--- config.mk ---
export PLATFORM = sky130hd
export DESIGN_NAME = stride_agen
export DESIGN_NICKNAME = d
export VERILOG_FILES = /design/src/rtl/stride_agen_pkg.sv /design/src/rtl/stride_agen_ctrl.sv /design/src/rtl/stride_agen_order.sv /design/src/rtl/stride_agen_lane.sv /design/src/rtl/stride_agen.sv
export SDC_FILE = /design/constraint.sdc
export NUM_CORES = 2
export LEC_CHECK = 0
export ABC_AREA = 1
export BUFFER_PORTS_ARGS = -buffer_cell sky130_fd_sc_hd__buf_4
export CAP_MARGIN = 20
export CORE_UTILIZATION = 55
export DETAILED_ROUTE_END_ITERATION = 7
export PLACE_DENSITY_LB_ADDON = 0.1
export SLEW_MARGIN = 15
export SYNTH_ARGS = -nofsm -noshare
export SYNTH_HDL_FRONTEND = slang
export SYNTH_SLANG_ARGS = --single-unit
--- constraint.sdc ---
create_clock -name clk_i -period 17.2 [get_ports clk_i]
set_clock_uncertainty 0.05 [all_clocks]
set_input_delay 2.58 -clock clk_i [delete_from_list [all_inputs] [get_ports clk_i]]
set_output_delay 2.58 -clock clk_i [all_outputs]
set_load 0.01 [all_outputs]
--- src/rtl/stride_agen_pkg.sv ---
package stride_agen_pkg;
  localparam int LANES  = 16;
  localparam int SLICES = 8;
  localparam int ELEMS  = LANES * SLICES;
  localparam int LW     = $clog2(LANES);
  localparam int KW     = $clog2(SLICES);
  localparam int EW     = $clog2(ELEMS);
  localparam int LINE_B = 64;
  localparam int QPL    = LINE_B / 8;
  localparam int S_LIM  = $clog2(QPL);
  localparam int SLW    = $clog2(S_LIM + 1);
  localparam int BANK_LO = $clog2(LINE_B);

  // Row j (0..7) taken by a lane in slice k. Bank of lane l splits into a
  // part fixed by l*u and a part steered by j*u; w = S_LIM - s bits steerable.
  function automatic logic [KW-1:0] pick_row(input logic [SLW-1:0] s,
                                             input logic [EW-1:0]  u,
                                             input logic [LW-1:0]  lane,
                                             input logic [KW-1:0]  k);
    logic [EW-1:0] lu;
    logic [KW-1:0] w, m, t, lh, jl;
    lu = EW'({{(EW-LW){1'b0}}, lane} * u);
    w  = KW'(S_LIM) - KW'(s);
    m  = ~({KW{1'b1}} << w);
    lh = KW'(lu >> (EW - KW));
    t  = (k + KW'(lu)) & m;
    jl = ((t - lh) * KW'(u)) & m;
    return jl | (k & ~m);
  endfunction
endpackage

--- src/rtl/stride_agen_ctrl.sv ---
module stride_agen_ctrl
  import stride_agen_pkg::*;
#(
  parameter int AW = 40,
  parameter int SW = 16
) (
  input  logic           clk_i,
  input  logic           rst_ni,
  input  logic           start_i,
  input  logic [AW-1:0]  base_i,
  input  logic [SW-1:0]  stride_i,
  input  logic [EW:0]    vlen_i,
  output logic           busy_o,
  output logic [KW-1:0]  k_o,
  output logic [SLW-1:0] s_o,
  output logic [EW-1:0]  u_o,
  output logic [AW-1:0]  base_o,
  output logic [SW-1:0]  stride_o,
  output logic [EW:0]    vl_o,
  output logic           flag_o
);
  logic           go, hi_pow;
  logic [SLW-1:0] s_d;
  logic [EW-1:0]  u_d;

  always_comb begin
    s_d = SLW'(S_LIM);
    for (int b = S_LIM - 1; b >= 0; b--)
      if (stride_i[b]) s_d = SLW'(b);
  end

  assign u_d    = EW'(stride_i >> s_d);
  assign hi_pow = ~|stride_i[S_LIM:0];
  assign go     = start_i && !busy_o;

  always_ff @(posedge clk_i or negedge rst_ni) begin
    if (!rst_ni) begin
      busy_o   <= 1'b0;
      k_o      <= '0;
      s_o      <= '0;
      u_o      <= '0;
      base_o   <= '0;
      stride_o <= '0;
      vl_o     <= '0;
      flag_o   <= 1'b0;
    end else begin
      flag_o <= go && hi_pow;
      if (go) begin
        busy_o   <= !hi_pow;
        k_o      <= '0;
        s_o      <= s_d;
        u_o      <= u_d;
        base_o   <= base_i;
        stride_o <= stride_i;
        vl_o     <= vlen_i;
      end else if (busy_o) begin
        k_o <= k_o + 1'b1;
        if (k_o == KW'(SLICES - 1)) busy_o <= 1'b0;
      end
    end
  end

  AST_RUN_STEP: assert property (@(posedge clk_i) disable iff (!rst_ni)
    busy_o && k_o != KW'(SLICES - 1) |=> busy_o && k_o == $past(k_o) + 1'b1);
  AST_RUN_END: assert property (@(posedge clk_i) disable iff (!rst_ni)
    busy_o && k_o == KW'(SLICES - 1) |=> !busy_o);
  AST_CMD_HELD: assert property (@(posedge clk_i) disable iff (!rst_ni)
    busy_o && k_o != KW'(SLICES - 1) |=> $stable(base_o) && $stable(stride_o) && $stable(vl_o));
  AST_FLAG_IDLE: assert property (@(posedge clk_i) disable iff (!rst_ni)
    flag_o |-> !busy_o);
endmodule

--- src/rtl/stride_agen_order.sv ---
module stride_agen_order
  import stride_agen_pkg::*;
(
  input  logic [SLW-1:0]      s_i,
  input  logic [EW-1:0]       u_i,
  input  logic [KW-1:0]       k_i,
  output logic [LANES*EW-1:0] elem_o
);
  for (genvar l = 0; l < LANES; l++) begin : g_lane
    assign elem_o[l*EW +: EW] = {pick_row(s_i, u_i, LW'(l), k_i), LW'(l)};
  end
endmodule

--- src/rtl/stride_agen_lane.sv ---
module stride_agen_lane
  import stride_agen_pkg::*;
#(
  parameter int AW = 40,
  parameter int SW = 16
) (
  input  logic [AW-1:0] base_i,
  input  logic [SW-1:0] stride_i,
  input  logic [EW-1:0] elem_i,
  input  logic [EW:0]   vl_i,
  output logic [AW-1:0] addr_o,
  output logic          vld_o
);
  localparam int PW = SW + EW + 1;
  logic signed [PW-1:0] prod;
  logic [AW-1:0]        offs;

  assign prod   = $signed({1'b0, elem_i}) * $signed(stride_i);
  assign offs   = {{(AW-PW-3){prod[PW-1]}}, prod, 3'b000};
  assign addr_o = base_i + offs;
  assign vld_o  = {1'b0, elem_i} < vl_i;
endmodule

--- src/rtl/stride_agen.sv ---
module stride_agen
  import stride_agen_pkg::*;
#(
  parameter int AW = 40,
  parameter int SW = 16
) (
  input  logic                clk_i,
  input  logic                rst_ni,
  input  logic                start_i,
  input  logic [AW-1:0]       base_i,
  input  logic [SW-1:0]       stride_i,
  input  logic [EW:0]         vlen_i,
  output logic                slice_vld_o,
  output logic [KW-1:0]       slice_idx_o,
  output logic [LANES*EW-1:0] elem_o,
  output logic [LANES*AW-1:0] addr_o,
  output logic [LANES-1:0]    lane_vld_o,
  output logic                self_conf_o
);
  logic           busy;
  logic [KW-1:0]  k;
  logic [SLW-1:0] s;
  logic [EW-1:0]  u;
  logic [AW-1:0]  base_q;
  logic [SW-1:0]  stride_q;
  logic [EW:0]    vl_q;

  stride_agen_ctrl #(.AW(AW), .SW(SW)) u_ctrl (
    .clk_i, .rst_ni, .start_i, .base_i, .stride_i, .vlen_i,
    .busy_o(busy), .k_o(k), .s_o(s), .u_o(u), .base_o(base_q),
    .stride_o(stride_q), .vl_o(vl_q), .flag_o(self_conf_o)
  );

  stride_agen_order u_order (.s_i(s), .u_i(u), .k_i(k), .elem_o(elem_o));

  for (genvar p = 0; p < LANES; p++) begin : g_lane
    stride_agen_lane #(.AW(AW), .SW(SW)) u_lane (
      .base_i(base_q), .stride_i(stride_q), .elem_i(elem_o[p*EW +: EW]),
      .vl_i(vl_q), .addr_o(addr_o[p*AW +: AW]), .vld_o(lane_vld_o[p])
    );
  end

  assign slice_vld_o = busy;
  assign slice_idx_o = k;

  // checker state: banks hit in this slice, elements issued so far in the run
  logic [LANES-1:0] bank_hit;
  logic [ELEMS-1:0] cur_set, seen_q;

  always_comb begin
    bank_hit = '0;
    cur_set  = '0;
    for (int p = 0; p < LANES; p++) begin
      bank_hit |= LANES'(1) << addr_o[p*AW + BANK_LO +: LW];
      cur_set  |= ELEMS'(1) << elem_o[p*EW +: EW];
    end
  end

  always_ff @(posedge clk_i or negedge rst_ni) begin
    if (!rst_ni) seen_q <= '0;
    else if (busy && k != KW'(SLICES - 1)) seen_q <= seen_q | cur_set;
    else seen_q <= '0;
  end

  AST_BANKS_UNIQUE: assert property (@(posedge clk_i) disable iff (!rst_ni)
    busy && base_q[BANK_LO-1:0] == '0 |-> &bank_hit);
  AST_NO_REPEAT: assert property (@(posedge clk_i) disable iff (!rst_ni)
    busy |-> (seen_q & cur_set) == '0);
  AST_FULL_COVER: assert property (@(posedge clk_i) disable iff (!rst_ni)
    busy && k == KW'(SLICES - 1) |-> &(seen_q | cur_set));
  AST_FLAG_NO_SLICE: assert property (@(posedge clk_i) disable iff (!rst_ni)
    self_conf_o |-> !slice_vld_o);
endmodule

Word level (Yosys, flattened, before mapping)
Index checks and enable logic that the tools add are counted.
W data, S select, Z words.
{"block": "totals", "input_bits": 67, "register_bits": 78}
{"block": "op_classes", "shifts": 2, "eq_ne": 1, "addsub": 47, "n_reduce_logical": 6, "multipliers": 43, "n_bitwise": 50, "mux": 8, "magnitude_cmp": 16}
{"cell": "$add A40 B40 Y40", "count": 16}
{"cell": "$mul A8 B16 Y24", "count": 8}
{"cell": "$lt A7 B8 Y1", "count": 16}
{"cell": "$and A3 B3 Y3", "count": 32}
{"cell": "$mul A7 B16 Y23", "count": 4}
{"cell": "$mul A3 B3 Y3", "count": 16}
{"cell": "$or A3 B3 Y3", "count": 16}
{"cell": "$sub A3 B3 Y3", "count": 15}
{"cell": "$mul A6 B16 Y22", "count": 2}
{"cell": "$add A3 B3 Y3", "count": 14}
{"cell": "$mul A4 B7 Y7 const A", "count": 4}
{"cell": "$mul A5 B16 Y21", "count": 1}
{"cell": "$mul A4 B16 Y20", "count": 1}
{"cell": "$shr A16 B2 Y7", "count": 1}
{"cell": "$mul A3 B7 Y6 const A", "count": 2}
{"cell": "$mul A3 B7 Y7 const A", "count": 2}
{"cell": "$mul A2 B7 Y5 const A", "count": 1}
{"cell": "$mul A2 B7 Y6 const A", "count": 1}
{"cell": "$mul A2 B7 Y7 const A", "count": 1}
{"cell": "$mux W3", "count": 2}
{"cell": "$not A3 Y3", "count": 2}
{"cell": "$mux W1", "count": 4}
{"cell": "$mux W2", "count": 2}
{"cell": "$reduce_or A4 Y1", "count": 1}
{"cell": "7 further kinds", "count": 9}

Logic depth before layout (Yosys ltp)
{"block": "depth", "depth_word": 10, "ltp_mapped": 51, "depth_no_buf": 48}

Cells and area by module
Synthesis repeated with hierarchy kept, for this count alone.
{"block": "unflattened", "hier_cells": 19535, "area_unflattened_um2": 124114.0}
{"module": "stride_agen_lane at g_lane[0].u_lane ...", "cells_per_inst": 1169, "area_per_inst_um2": 7312.0, "seq_area_each_um2": 0.0, "instances": 6}
{"module": "stride_agen_lane at g_lane[5].u_lane ...", "cells_per_inst": 1132, "area_per_inst_um2": 7186.9, "seq_area_each_um2": 0.0, "instances": 5}
{"module": "stride_agen_lane at g_lane[2].u_lane ...", "cells_per_inst": 1138, "area_per_inst_um2": 7257.0, "seq_area_each_um2": 0.0, "instances": 2}
{"module": "stride_agen_lane at g_lane[10].u_lane", "cells_per_inst": 1151, "area_per_inst_um2": 7264.5, "seq_area_each_um2": 0.0, "instances": 1}
{"module": "stride_agen_lane at g_lane[4].u_lane", "cells_per_inst": 1136, "area_per_inst_um2": 7254.5, "seq_area_each_um2": 0.0, "instances": 1}
{"module": "stride_agen_lane at g_lane[1].u_lane", "cells_per_inst": 1135, "area_per_inst_um2": 7155.6, "seq_area_each_um2": 0.0, "instances": 1}
{"module": "stride_agen_order", "cells_per_inst": 811, "area_per_inst_um2": 5002.3, "seq_area_each_um2": 0.0, "instances": 1}
{"module": "stride_agen_ctrl", "cells_per_inst": 352, "area_per_inst_um2": 3116.7, "seq_area_each_um2": 1951.9, "instances": 1}

Worst setup path before layout
OpenSTA, ideal clock, no wires.
{"block": "synth_path", "path_type": "flip-flop to output port", "startpoint": "register u_ctrl.stride_o[15]", "endpoint": "output port addr_o[597]", "path_stages_with_launch": 27, "required_ns": 14.570, "setup_slack_ns": 5.103, "t_arrival_ns": 9.467, "path_buffers": 4, "path_cell_list": "dfrtp_1 > buf_4 > buf_2 > buf_2 > clkinv_1 > clkbuf_1 > nor2_1 > fa_1 > inv_1 > fa_1 > inv_1 > fa_1 > ha_1 > nand2_1 > nor3_1 > and2_1 > nand3_1 > nand4_1 > nand2_1 > ha_1 > nand2_1 > nor2_1 > inv_1 > nor4_1 > nand3_1 > nand3_1 > xor2_1"}
{"block": "synth_between", "elab_chain_cells": 2}
{"item": "from (decl)", "line_no": "stride_agen_ctrl.sv:18", "text": "output logic [SW-1:0] stride_o,"}
{"item": "from (signal assigned)", "line_no": "stride_agen_ctrl.sv:54", "text": "stride_o <= stride_i;"}
{"item": "$mul A7 B16 Y23", "line_no": "stride_agen_lane.sv:18", "text": "assign prod = $signed({1'b0, elem_i}) * $signed(stride_i);"}
{"item": "$add A40 B40 Y40", "line_no": "stride_agen_lane.sv:20", "text": "assign addr_o = base_i + offs;"}
{"item": "to (decl)", "line_no": "stride_agen.sv:16", "text": "output logic [LANES*AW-1:0] addr_o,"}
Every way passes these cells.

Worst setup path after layout
{"block": "layout_path", "startpoint": "register u_ctrl.u_o[0]", "endpoint": "output port addr_o[319]"}
{"block": "layout_between", "elab_chain_cells": 9}
{"item": "from (decl)", "line_no": "stride_agen_ctrl.sv:16", "text": "output logic [EW-1:0] u_o,"}
{"item": "from (signal assigned)", "line_no": "stride_agen_ctrl.sv:52", "text": "u_o <= u_d;"}
{"item": "$mul A3 B7 Y7", "line_no": "stride_agen_pkg.sv:22", "text": "lu = EW'({{(EW-LW){1'b0}}, lane} * u);"}
{"item": "$add A3 B3 Y3", "line_no": "stride_agen_pkg.sv:26", "text": "t = (k + KW'(lu)) & m;"}
{"item": "$and A3 B3 Y3", "line_no": "stride_agen_pkg.sv:26"}
{"item": "$sub A3 B3 Y3", "line_no": "stride_agen_pkg.sv:27", "text": "jl = ((t - lh) * KW'(u)) & m;"}
{"item": "$mul A3 B3 Y3 *", "line_no": "stride_agen_pkg.sv:27"}
{"item": "$and A3 B3 Y3 *", "line_no": "stride_agen_pkg.sv:27"}
{"item": "$or A3 B3 Y3 *", "line_no": "stride_agen_pkg.sv:28", "text": "return jl | (k & ~m);"}
{"item": "$mul A8 B16 Y24 *", "line_no": "stride_agen_lane.sv:18"}
{"item": "$add A40 B40 Y40 *", "line_no": "stride_agen_lane.sv:20"}
Mark *: on every way between the ends. The rest lies on a longest branch, timed or not.

==> results.toml <==
[critical_path]
req_time_crit_path_ns = 14.57
cp-end-kind = "output port"
critical-path-top-cell-by-count = "nand2_1"
criticalPathCategory = "flop to output port"
worst_path_max_fanout = 57
start_kind = "flop"
cp_data_arrival_time_ns = 10.79
crit_path_top_delay_cell = "ha_1"
worst_path_largest_cell_delay_ns = 0.61

[sta]
period_share = 0.780
worstMarginPinSlew_ns = 1.19
finalSetupViolations = 0
hold_violations = 0
relSlewSlack = 0.206
hold_ws_ns = 0.432
fin_setup_tns_ns = 0
max_freq_ghz = 0.0745
finalWorstSetupSlack_ns = 3.78
final-max-slew-violation-count = 0
rsz0062_at_grt = "no"
post-route-min-period_ns = 13.42

[clock_network]
clock-root-buffer = "clkbuf_16"
clk_pin_slew_ns = 0.07
clk-insertion-delay-late_ns = 0.40
cts_max_path_buffers = 2
postCtsHoldBufs = 0
htree_num_levels = 3
cts_tree = "done"
postCtsSetupRepairBufs = 0
tritoncts_num_sinks = 78
cts-resized-gates = 0
cts_made_buffers = 9

[status]
violations_in_the_final_reports = "design-rule violations"
outcome = "complete, but fails checks"

[die]
initial_utilization = 0.554
core.rowCount = 149
design.portCount = 840
die_h_um = 410
core_region_area_mm2 = 0.165
area_enclosed_by_the_die_boundary_mm2 = 0.168
die-width_um = 410

[detailed_routing]
number_of_detailed_route_iterations_in_the_first_pass = 8
dr_total_vias = 97710
maxUsedRoutingLayer = "met5"
met3RoutedLength_um = 42100
m1WireLength_um = 143000
detailed_route_iter0_violations = 10224
antenna_left = 0
remaining_drc_errors = 230
postRouteWirelength_um = 369000
met2RoutedLength_um = 160000
drt-wirelength-per-cell_um = 22.2
routed_via_density = 5.87

[final_layout]
fin_cells = 16640
post_route_cells_drive_above_1_share = 0.0761
layout.cells.most_common_list = "nand2_1 (2643), inv_1 (2590), nor2_1 (1701)"
most_common_cell_after_layout_fill_and_taps_aside = "nand2_1"
final_net_count = 16863
area_growth_syn_to_fin_pct = 8.68

[synthesis]
synth-edff-count = 0
post_synth.cell_area_avg_um2 = 6.62
synthDistinctLibCells = 57
syn-instance-count = 13809
synth.yosys.seq_area_share = 0.0213
yosysWarningCount = 0
synth.ff_latch_count = 78
post_synth_instance_area_mm2 = 0.0915
dominantRegCellSynth = "dfrtp_1"
asyncSetResetFlopFracSynth = 1.00

[global_routing]
grt_pass1_vias = 94508
antenna_violations_before_repair = 37
global_route.overflow_total = 0
all_layer_gr_usage = 0.426
grt_first_pass_wirelength_um = 549000
grt_max_degree = 98

[run]
maxCapViolCount = 0

[place]
io_buffer_count = 775
dp_cells = 16586
place_ws_ns = 4.30
place.detailed.hpwl_um = 295000
place.gp.congestion = 1.03

[hold_path]
worst_hold_path_type = "flop to flop"
## path summary, 6_finish.rpt
kind                                                startpoint                               to  slack (ns)  depth (start not counted)
worst max-delay path                 u_ctrl.u_o[0]$_DFFE_PN0P_                      addr_o[319]        3.78                         43
worst min-delay path             u_ctrl.base_o[38]$_DFFE_PN0P_    u_ctrl.base_o[38]$_DFFE_PN0P_        0.43                          2
worst max register to register  u_ctrl.stride_o[8]$_DFFE_PN0P_   u_ctrl.stride_o[8]$_DFFE_PN0P_       14.80                          3
worst min register to register   u_ctrl.base_o[38]$_DFFE_PN0P_    u_ctrl.base_o[38]$_DFFE_PN0P_        0.43                          2
max in group asynchronous                               rst_ni  u_ctrl.stride_o[15]$_DFFE_PN0P_       13.77                          2
min in group asynchronous                               rst_ni    u_ctrl.base_o[32]$_DFFE_PN0P_        2.03                          1
## area by class of cell
type,count,area (um^2)
Multi-Input combinational cell,10826,77900
Tap cell,2189,2740
Sequential cell,78,2030
Antenna cell,37,92.6
Fill cell,15839,65600
Timing Repair Buffer,870,6540
Clock inverter,7,62.6
Inverter,2624,9850
Clock buffer,9,225
## synthesized netlist by cell type, types with 12 or more instances
library cell / count / area, um^2
xor2_1: 551 / 4830
o21ai_1: 34 / 170
fa_1: 816 / 16300
a21boi_0: 40 / 300
nand2_1: 2643 / 9920
nand3_1: 583 / 2920
nand3b_1: 24 / 180
a211oi_1: 19 / 143
and3_1: 19 / 119
o21a_1: 27 / 203
nand2_2: 15 / 93.8
o221a_2: 24 / 270
inv_1: 2595 / 9740
or2_2: 30 / 188
ha_1: 1571 / 19700
xnor2_1: 253 / 2220
a21o_1: 144 / 1080
buf_2: 42 / 210
a31oi_1: 192 / 1200
o21bai_1: 135 / 1010
buf_4: 179 / 1340
dfrtp_1: 78 / 1950
nand4_1: 106 / 663
o21ai_2: 25 / 219
nor2_2: 12 / 75.1
o21ai_0: 635 / 3180
a21oi_1: 924 / 4620
o31ai_1: 18 / 135
nor4_1: 63 / 394
inv_2: 26 / 97.6
o211ai_1: 24 / 180
nor3_1: 81 / 405
nor2_1: 1702 / 6390
clkbuf_1: 108 / 405
## logic make-up after synthesis
logic type | count (synthesis) | share of synthesized area
flip-flops | 78 | 0.0213
AO/OA/AOI/OAI | 2277 | 0.143
AND/OR/NAND/NOR | 5292 | 0.235
buffers and inverters | 2967 | 0.130
other | 2 | 0.0000821
XOR/XNOR | 804 | 0.0770
multiplexers | 2 | 0.000219
adder cells (fa/ha/maj) | 2387 | 0.393
## state kept, by name, indices dropped and copies added, names as in the netlist
signal,count
u_ctrl.base_o,40
u_ctrl.flag_o,1
u_ctrl.stride_o,16
u_ctrl.k_o,3
u_ctrl.u_o,7
u_ctrl.busy_o,1
u_ctrl.vl_o,8
u_ctrl.s_o,2
## worst max-delay path, delay by kind of cell (launching register included)
family	cells	cell delay (ns)
buf+inv	8	1.11
simple gates	20	3.10
fa+ha+maj	11	4.92
compound gates	2	0.43
flops	1	0.35
xor+xnor	2	0.38
## routing by layer
metal,GRT usage,vias up
met4,0.250,13
li1,-,45243
met5,0.00201,-
met2,0.662,5374
met3,0.101,1079
met1,0.536,46001
## through the flow
step / cell area, um^2 / util
after global routing: 99400 / 0.602
after floorplan: 91700 / -
after global placement: 99000 / 0.600
final: 99400 / 0.603
after detailed placement: 99000 / 0.600
after CTS: 99300 / 0.602
Power is left out: the tool's default activity adds up to more than one toggle a clock period on the data nets, which glitch-free logic cannot reach.
